File: src/rtl/gpio_port_pkg.sv
package gpio_port_pkg;
   localparam int unsigned REG_W = 32;
   localparam logic [2:0] SLOT_DOUT  = 3'd0;
   localparam logic [2:0] SLOT_DIR   = 3'd1;
   localparam logic [2:0] SLOT_BLINK = 3'd2;
   localparam logic [2:0] SLOT_POL   = 3'd3;
   localparam logic [2:0] SLOT_DIN   = 3'd4;
endpackage

File: src/rtl/gpio_port_regs.sv
module gpio_port_regs
   import gpio_port_pkg::*;
#(
   parameter int unsigned PIN_COUNT = 32,
   parameter int unsigned ADDR_W    = 5
) (
   input  logic                 clk,
   input  logic                 rst,
   input  logic                 sel,
   input  logic                 wr,
   input  logic [ADDR_W-1:0]    addr,
   input  logic [REG_W-1:0]     wdata,
   input  logic [PIN_COUNT-1:0] din_view,
   output logic [PIN_COUNT-1:0] dout_q,
   output logic [PIN_COUNT-1:0] dir_q,
   output logic [PIN_COUNT-1:0] blink_q,
   output logic [PIN_COUNT-1:0] pol_q,
   output logic [REG_W-1:0]     rdata_q
);
   logic                 in_range;
   logic [2:0]           slot;
   logic                 wr_en;
   logic                 rd_en;
   logic [PIN_COUNT-1:0] rd_mux;

   generate
      if (ADDR_W > 5) begin : g_upper_decode
         assign in_range = (addr[ADDR_W-1:5] == '0);
      end else begin : g_no_upper
         assign in_range = 1'b1;
      end
   endgenerate

   assign slot  = addr[4:2];
   assign wr_en = sel & wr & in_range;
   assign rd_en = sel & ~wr & in_range;

   always_ff @(posedge clk) begin
      if (rst) begin
         dout_q  <= '0;
         dir_q   <= '0;
         blink_q <= '0;
         pol_q   <= '0;
      end else if (wr_en) begin
         case (slot)
            SLOT_DOUT:  dout_q  <= wdata[PIN_COUNT-1:0];
            SLOT_DIR:   dir_q   <= wdata[PIN_COUNT-1:0];
            SLOT_BLINK: blink_q <= wdata[PIN_COUNT-1:0];
            SLOT_POL:   pol_q   <= wdata[PIN_COUNT-1:0];
            default: ;
         endcase
      end
   end

   always_comb begin
      case (slot)
         SLOT_DOUT:  rd_mux = dout_q;
         SLOT_DIR:   rd_mux = dir_q;
         SLOT_BLINK: rd_mux = blink_q;
         SLOT_POL:   rd_mux = pol_q;
         SLOT_DIN:   rd_mux = din_view;
         default:    rd_mux = '0;
      endcase
   end

   always_ff @(posedge clk) begin
      if (rst)        rdata_q <= '0;
      else if (rd_en) rdata_q <= REG_W'(rd_mux);
      else            rdata_q <= '0;
   end

   // a write aimed at the input view leaves every stored register untouched
   assert_din_write_ignored_R7: assert property (@(posedge clk) disable iff (rst)
      (wr_en && slot == SLOT_DIN) |=>
         ($stable(dout_q) && $stable(dir_q) && $stable(blink_q) && $stable(pol_q)));

   // read data is zero in any cycle not preceded by a read
   assert_idle_rdata_zero_R7: assert property (@(posedge clk) disable iff (rst)
      !(sel && !wr) |=> (rdata_q == '0));

   // a write to the inversion register lands at that edge
   assert_pol_write_lands_R8: assert property (@(posedge clk) disable iff (rst)
      (wr_en && slot == SLOT_POL) |=> (pol_q == $past(wdata[PIN_COUNT-1:0])));
endmodule

File: src/rtl/gpio_port_insync.sv
module gpio_port_insync #(
   parameter int unsigned PIN_COUNT = 32,
   parameter int unsigned STAGES    = 2
) (
   input  logic                 clk,
   input  logic                 rst,
   input  logic [PIN_COUNT-1:0] pin_in,
   input  logic [PIN_COUNT-1:0] pol,
   output logic [PIN_COUNT-1:0] din_view
);
   logic [PIN_COUNT-1:0] stage_q [STAGES];
   logic                 up_q;

   generate
      if (STAGES < 2) begin : g_bad_stages
         $error("gpio_port_insync: STAGES must be at least 2");
      end
      for (genvar s = 0; s < STAGES; s++) begin : g_stage
         always_ff @(posedge clk) begin
            if (rst) stage_q[s] <= '0;
            else if (s == 0) stage_q[s] <= pin_in;
            else stage_q[s] <= stage_q[(s == 0) ? 0 : s-1];
         end
      end
   endgenerate

   assign din_view = stage_q[STAGES-1] ^ pol;

   always_ff @(posedge clk) begin
      if (rst) up_q <= 1'b0;
      else     up_q <= 1'b1;
   end

   // the final stage carries the previous stage one cycle later
   assert_sync_shift_R4: assert property (@(posedge clk) disable iff (rst)
      up_q |-> (stage_q[STAGES-1] == $past(stage_q[STAGES-2])));
endmodule

File: src/rtl/gpio_port_blink.sv
module gpio_port_blink #(
   parameter int unsigned BLINK_HALF = 25_000_000
) (
   input  logic clk,
   input  logic rst,
   output logic phase_q
);
   localparam int unsigned CNT_W = (BLINK_HALF > 1) ? $clog2(BLINK_HALF) : 1;

   generate
      if (BLINK_HALF < 1) begin : g_bad_half
         $error("gpio_port_blink: BLINK_HALF must be at least 1");
      end
      if (BLINK_HALF == 1) begin : g_every_cycle
         always_ff @(posedge clk) begin
            if (rst) phase_q <= 1'b0;
            else     phase_q <= ~phase_q;
         end
      end else begin : g_divided
         logic [CNT_W-1:0] cnt_q;
         logic             up_q;
         always_ff @(posedge clk) begin
            if (rst) begin
               cnt_q   <= '0;
               phase_q <= 1'b0;
               up_q    <= 1'b0;
            end else begin
               up_q <= 1'b1;
               if (cnt_q == CNT_W'(BLINK_HALF-1)) begin
                  cnt_q   <= '0;
                  phase_q <= ~phase_q;
               end else begin
                  cnt_q <= cnt_q + 1'b1;
               end
            end
         end

         // the phase moves only when the divider wraps
         assert_blink_period_R5: assert property (@(posedge clk) disable iff (rst)
            (up_q && phase_q != $past(phase_q)) |-> ($past(cnt_q) == CNT_W'(BLINK_HALF-1)));
      end
   endgenerate
endmodule

File: src/rtl/gpio_port.sv
module gpio_port
   import gpio_port_pkg::*;
#(
   parameter int unsigned PIN_COUNT  = 32,
   parameter int unsigned ADDR_W     = 5,
   parameter int unsigned BLINK_HALF = 25_000_000,
   parameter int unsigned SYNC_DEPTH = 2
) (
   input  logic                 clk,
   input  logic                 rst,
   input  logic                 bus_sel,
   input  logic                 bus_wr,
   input  logic [ADDR_W-1:0]    bus_addr,
   input  logic [31:0]          bus_wdata,
   output logic [31:0]          bus_rdata,
   input  logic [PIN_COUNT-1:0] pin_in,
   output logic [PIN_COUNT-1:0] pin_out,
   output logic [PIN_COUNT-1:0] pin_oe
);
   localparam logic [ADDR_W-1:0] DIR_ADDR   = ADDR_W'(4);
   localparam logic [ADDR_W-1:0] BLINK_ADDR = ADDR_W'(8);

   generate
      if (PIN_COUNT < 1 || PIN_COUNT > REG_W) begin : g_bad_pins
         $error("gpio_port: PIN_COUNT must be 1..32");
      end
      if (ADDR_W < 5) begin : g_bad_addr
         $error("gpio_port: ADDR_W must be at least 5");
      end
   endgenerate

   logic [PIN_COUNT-1:0] dout_q, dir_q, blink_q, pol_q, din_view;
   logic                 phase;

   gpio_port_regs #(.PIN_COUNT(PIN_COUNT), .ADDR_W(ADDR_W)) regs_i (
      .clk(clk), .rst(rst), .sel(bus_sel), .wr(bus_wr), .addr(bus_addr),
      .wdata(bus_wdata), .din_view(din_view), .dout_q(dout_q), .dir_q(dir_q),
      .blink_q(blink_q), .pol_q(pol_q), .rdata_q(bus_rdata)
   );

   gpio_port_insync #(.PIN_COUNT(PIN_COUNT), .STAGES(SYNC_DEPTH)) sync_i (
      .clk(clk), .rst(rst), .pin_in(pin_in), .pol(pol_q), .din_view(din_view)
   );

   gpio_port_blink #(.BLINK_HALF(BLINK_HALF)) blink_i (
      .clk(clk), .rst(rst), .phase_q(phase)
   );

   generate
      for (genvar p = 0; p < PIN_COUNT; p++) begin : g_pin
         assign pin_out[p] = blink_q[p] ? phase : dout_q[p];
         assign pin_oe[p]  = ~dir_q[p];
      end
   endgenerate

   // a direction write shows up inverted on the enables next cycle
   assert_oe_follows_dir_R2: assert property (@(posedge clk) disable iff (rst)
      (bus_sel && bus_wr && bus_addr == DIR_ADDR) |=>
         (pin_oe == ~$past(bus_wdata[PIN_COUNT-1:0])));

   // clearing all blink bits hands every pin back to its stored level
   assert_unblink_restores_R6: assert property (@(posedge clk) disable iff (rst)
      (bus_sel && bus_wr && bus_addr == BLINK_ADDR && bus_wdata == '0) |=>
         (pin_out == dout_q));
endmodule

File: config.mk
export PLATFORM = sky130hd
export DESIGN_NAME = gpio_port
export DESIGN_NICKNAME = d
export VERILOG_FILES = /design/src/rtl/gpio_port_pkg.sv /design/src/rtl/gpio_port_regs.sv /design/src/rtl/gpio_port_insync.sv /design/src/rtl/gpio_port_blink.sv /design/src/rtl/gpio_port.sv
export SDC_FILE = /design/constraint.sdc
export NUM_CORES = 1
export LEC_CHECK = 0
export ABC_AREA = 1
export BUFFER_PORTS_ARGS = -buffer_cell sky130_fd_sc_hd__buf_2
export CAP_MARGIN = 20
export CORE_MARGIN = 2
export CORE_UTILIZATION = 50
export CTS_CLUSTER_DIAMETER = 60
export DETAILED_ROUTE_END_ITERATION = 12
export PLACE_DENSITY = 0.82
export SYNTH_ARGS = -nofsm -noshare
export SYNTH_HDL_FRONTEND = slang
export SYNTH_HIERARCHICAL = 1
export SYNTH_SLANG_ARGS = --single-unit
File: constraint.sdc
create_clock -name clk -period 1.7 [get_ports clk]
set_input_delay 0 -clock clk [delete_from_list [all_inputs] [get_ports clk]]
set_output_delay 0 -clock clk [all_outputs]
set_load 0.02 [all_outputs]
==> results.yml <==
status:
  status: "finished, final reports clean"
cells_and_area:
  layout_commonest_cell: "nor2_1"
  fin_nets: 1940
  final_util: 0.623
  final_cell_mix: "nor2_1, nand2_1, dfxtp_1"
  layout.filler_cells: 1909
  drive_above_1_share: 0.139
  fin_area_um2: 13700
  syn2layout_area_growth_pct: 21.5
worst_setup_path:
  cp_slowest_cell: "dfxtp_4"
  cp_top_family: "flip-flops"
  setup.worst_path.start: "blink_i/phase_q"
  end_kind: "output port"
  reg2reg_depth: 9
  critPathLaunchType: "flop"
  rrSetupSlack_ns: 0.12
  path_cells: "buf_12, nand2_1, nand2_1, buf_2"
  r2r_start: "blink_i/g_divided.cnt_q[0]"
  worstSetupPathType: "flop to output port"
  timing.critical_path.mode_cell: "nand2_1"
  arrival_ns: 1.64
  cp_max_fo: 20
  cpPeakStageDelay_ns: 0.49
  crit_buf_inv: 2
  cp.required_ns: 1.70
  timing.rr.end: "blink_i/g_divided.cnt_q[11]"
die:
  dieArea_um2: 23800
  core_um2: 22000
  ios: 169
  initial_utilization: 0.513
  rows: 54
  die_height_um: 154
  chipWidth_um: 154
synth:
  yosysUniqueCellTypes: 29
  avgSynthCellArea_um2: 6.77
  synth_seq_area_share: 0.443
  ys_warn_count: 6
  synth_seq_cells: 250
  syn-num-nets: 1742
  netlist_instances: 1668
  syn-cell-area_um2: 11300
sta:
  rsz0062_at_grt: "yes"
  whs_ns: 0.0546
  maxSlewViolCount: 0
  final-setup-viol-count: 0
  slew-limit-headroom: 0.450
  final.min_clock_period_ns: 1.64
  hold_violations: 0
  fin_crit_sh: 0.964
  tightest_slew_ns: 0.824
  fmax_mhz: 610
  fin_skew_ns: 0.00916
drt:
  drc: 0
  viasPerCell: 5.37
  route.antenna.remaining_nets: 0
  wl_per_cell_um: 15.8
  vias: 11621
  drt_pass1_iterations: 6
  wirelength_um: 34200
  drt_iter0_markers: 1161
clock_tree:
  clk_transition_reported_paths_ns: 0.06
  clock_sinks: 250
  cts.path.max_buffers: 3
  clk_latency_ns: 0.53
  cts.htree.levels: 1
  tritoncts: "done"
  cts_root_buffer: "clkbuf_16"
  cts_buffers: 27
worst_hold_path:
  hp-start: "bus_addr[4]"
  holdPathStages: 6
  hold_class: "input port to flop"
  min_to: "regs_i/rdata_q[9]"
run:
  cap_violations: 0
placement:
  dp_hpwl_um: 21300
  numPortBuffers: 166
  place_area_um2: 12200
  routabilityCongestion: 0.857
pwr:
  ir_worst_vdd_mv: 0.836
  power_leakage_nw: 6.09
  power.density_nw_per_um2: 923
global_route:
  grt_max_degree: 66
  grt_pass1_vias: 10938
  grtUsageTotal: 0.276
  antenna_found_initial: 3
  grt_overflow: 0
  grt_pass1_wl_um: 53700
[cell usage after synthesis]
cell,number,area share
inv_2,6,0.0020
o21ai_1,31,0.014
buf_1,1,0.00033
nor2_1,376,0.12
nor2_4,7,0.0070
inv_4,1,0.00055
o21ai_0,84,0.037
or2_2,1,0.00055
buf_4,12,0.0080
ha_1,1,0.0011
inv_6,1,0.00078
a21oi_1,41,0.018
inv_1,231,0.077
nand3_4,2,0.0031
dfxtp_1,250,0.44
nand2_1,312,0.10
nor2_2,1,0.00055
nand3_2,1,0.00089
a21oi_2,1,0.00078
nand2_2,5,0.0028
xnor2_1,5,0.0039
nand3_1,146,0.065
clkbuf_1,24,0.0080
inv_8,1,0.0010
buf_6,19,0.019
buf_2,36,0.016
and2_1,1,0.00055
nand4_1,65,0.036
xor2_1,6,0.0047
[routing by layer]
layer | up-vias | wire [µm] | GRT usage
met4 | 0 | 1450 | 0.129
met2 | 664 | 15800 | 0.471
met3 | 120 | 3610 | 0.0482
li1 | 5561 | - | -
met5 | - | 0 | 0
met1 | 5276 | 13400 | 0.340
[cell type report]
class                           count  area, µm²  area share
Timing Repair Buffer              261       1810       0.132
Tap cell                          280        350      0.0255
Multi-Input combinational cell   1086       4790       0.349
Antenna cell                        3       7.51    0.000547
Sequential cell                   250       5010       0.365
Clock buffer                       38        767      0.0559
Inverter                          240        916      0.0668
Clock inverter                      6       66.3     0.00483
[cell families (layout without fill, tap and decap cells)]
family,count (synthesis),in the layout,synth area share
simple gates,917,917,0.345
buf+inv,332,545,0.132
flops,250,250,0.443
xor+xnor,11,11,0.00853
other cells,0,3,0
fa+ha+maj,1,1,0.00111
compound gates,157,157,0.0699
[through the flow]
step                      instances  setup TNS, ns  setup slack [ns]  total power, mW
after floorplan                1668              0             0.312             6.73
after global placement         2052              0             0.181             7.05
after detailed placement       2052              0             0.140             7.07
after CTS                      2161              0            0.0641             12.7
after global routing           2163       -0.00880          -0.00880             13.0
final                          2164              0            0.0613             12.7
[flip-flops by register name, summed over array words and instances (netlist names)]
name and count:
regs_i/dir_q 32, sync_i/stage_q 64, blink_i/g_divided.cnt_q 25, regs_i/pol_q 32
regs_i/rdata_q 32, regs_i/dout_q 32, regs_i/blink_q 32, blink_i/phase_q 1
[report_power, final]
| group | internal (mW) | leakage (nW) | total, mW | switching, mW |
|---|---|---|---|---|
| Combinational | 0.363 | 3.64 | 1.01 | 0.647 |
| Clock | 3.27 | 0.410 | 5.56 | 2.29 |
| Sequential | 6.00 | 2.03 | 6.09 | 0.0871 |
[worst min-delay path, delay by kind of cell]
family                 cells  cell delay (ns)
buffers and inverters      2             0.25
AND/OR/NAND/NOR            4             0.28
[worst max-delay path by stage]
| stage | to | slack [ns] | cells after the start |
|---|---|---|---|
| 2_1_floorplan | blink_i/g_divided.cnt_q[9] | 0.31 | 9 |
| 3_3_place_gp | blink_i/g_divided.cnt_q[12] | 0.18 | 9 |
| 3_5_place_dp | blink_i/g_divided.cnt_q[9] | 0.14 | 9 |
| 4_1_cts | pin_out[11] | 0.06 | 4 |
| 5_1_grt | blink_i/g_divided.cnt_q[20] | -0.009 | 9 |
| 6_report | pin_out[13] | 0.06 | 4 |
[repair_timing]
| action | in CTS | in global routing |
|---|---|---|
| setup buffers | 0 | 0 |
| hold buffers | 65 | 0 |
| resized for setup | 1 | 0 |
| cloned | 0 | 0 |
| setup endpoints to repair | 11 | 1 |
| endpoints found under the hold margin | 169 | 0 |
No activity file was read; power rests on OpenSTA's default activity.
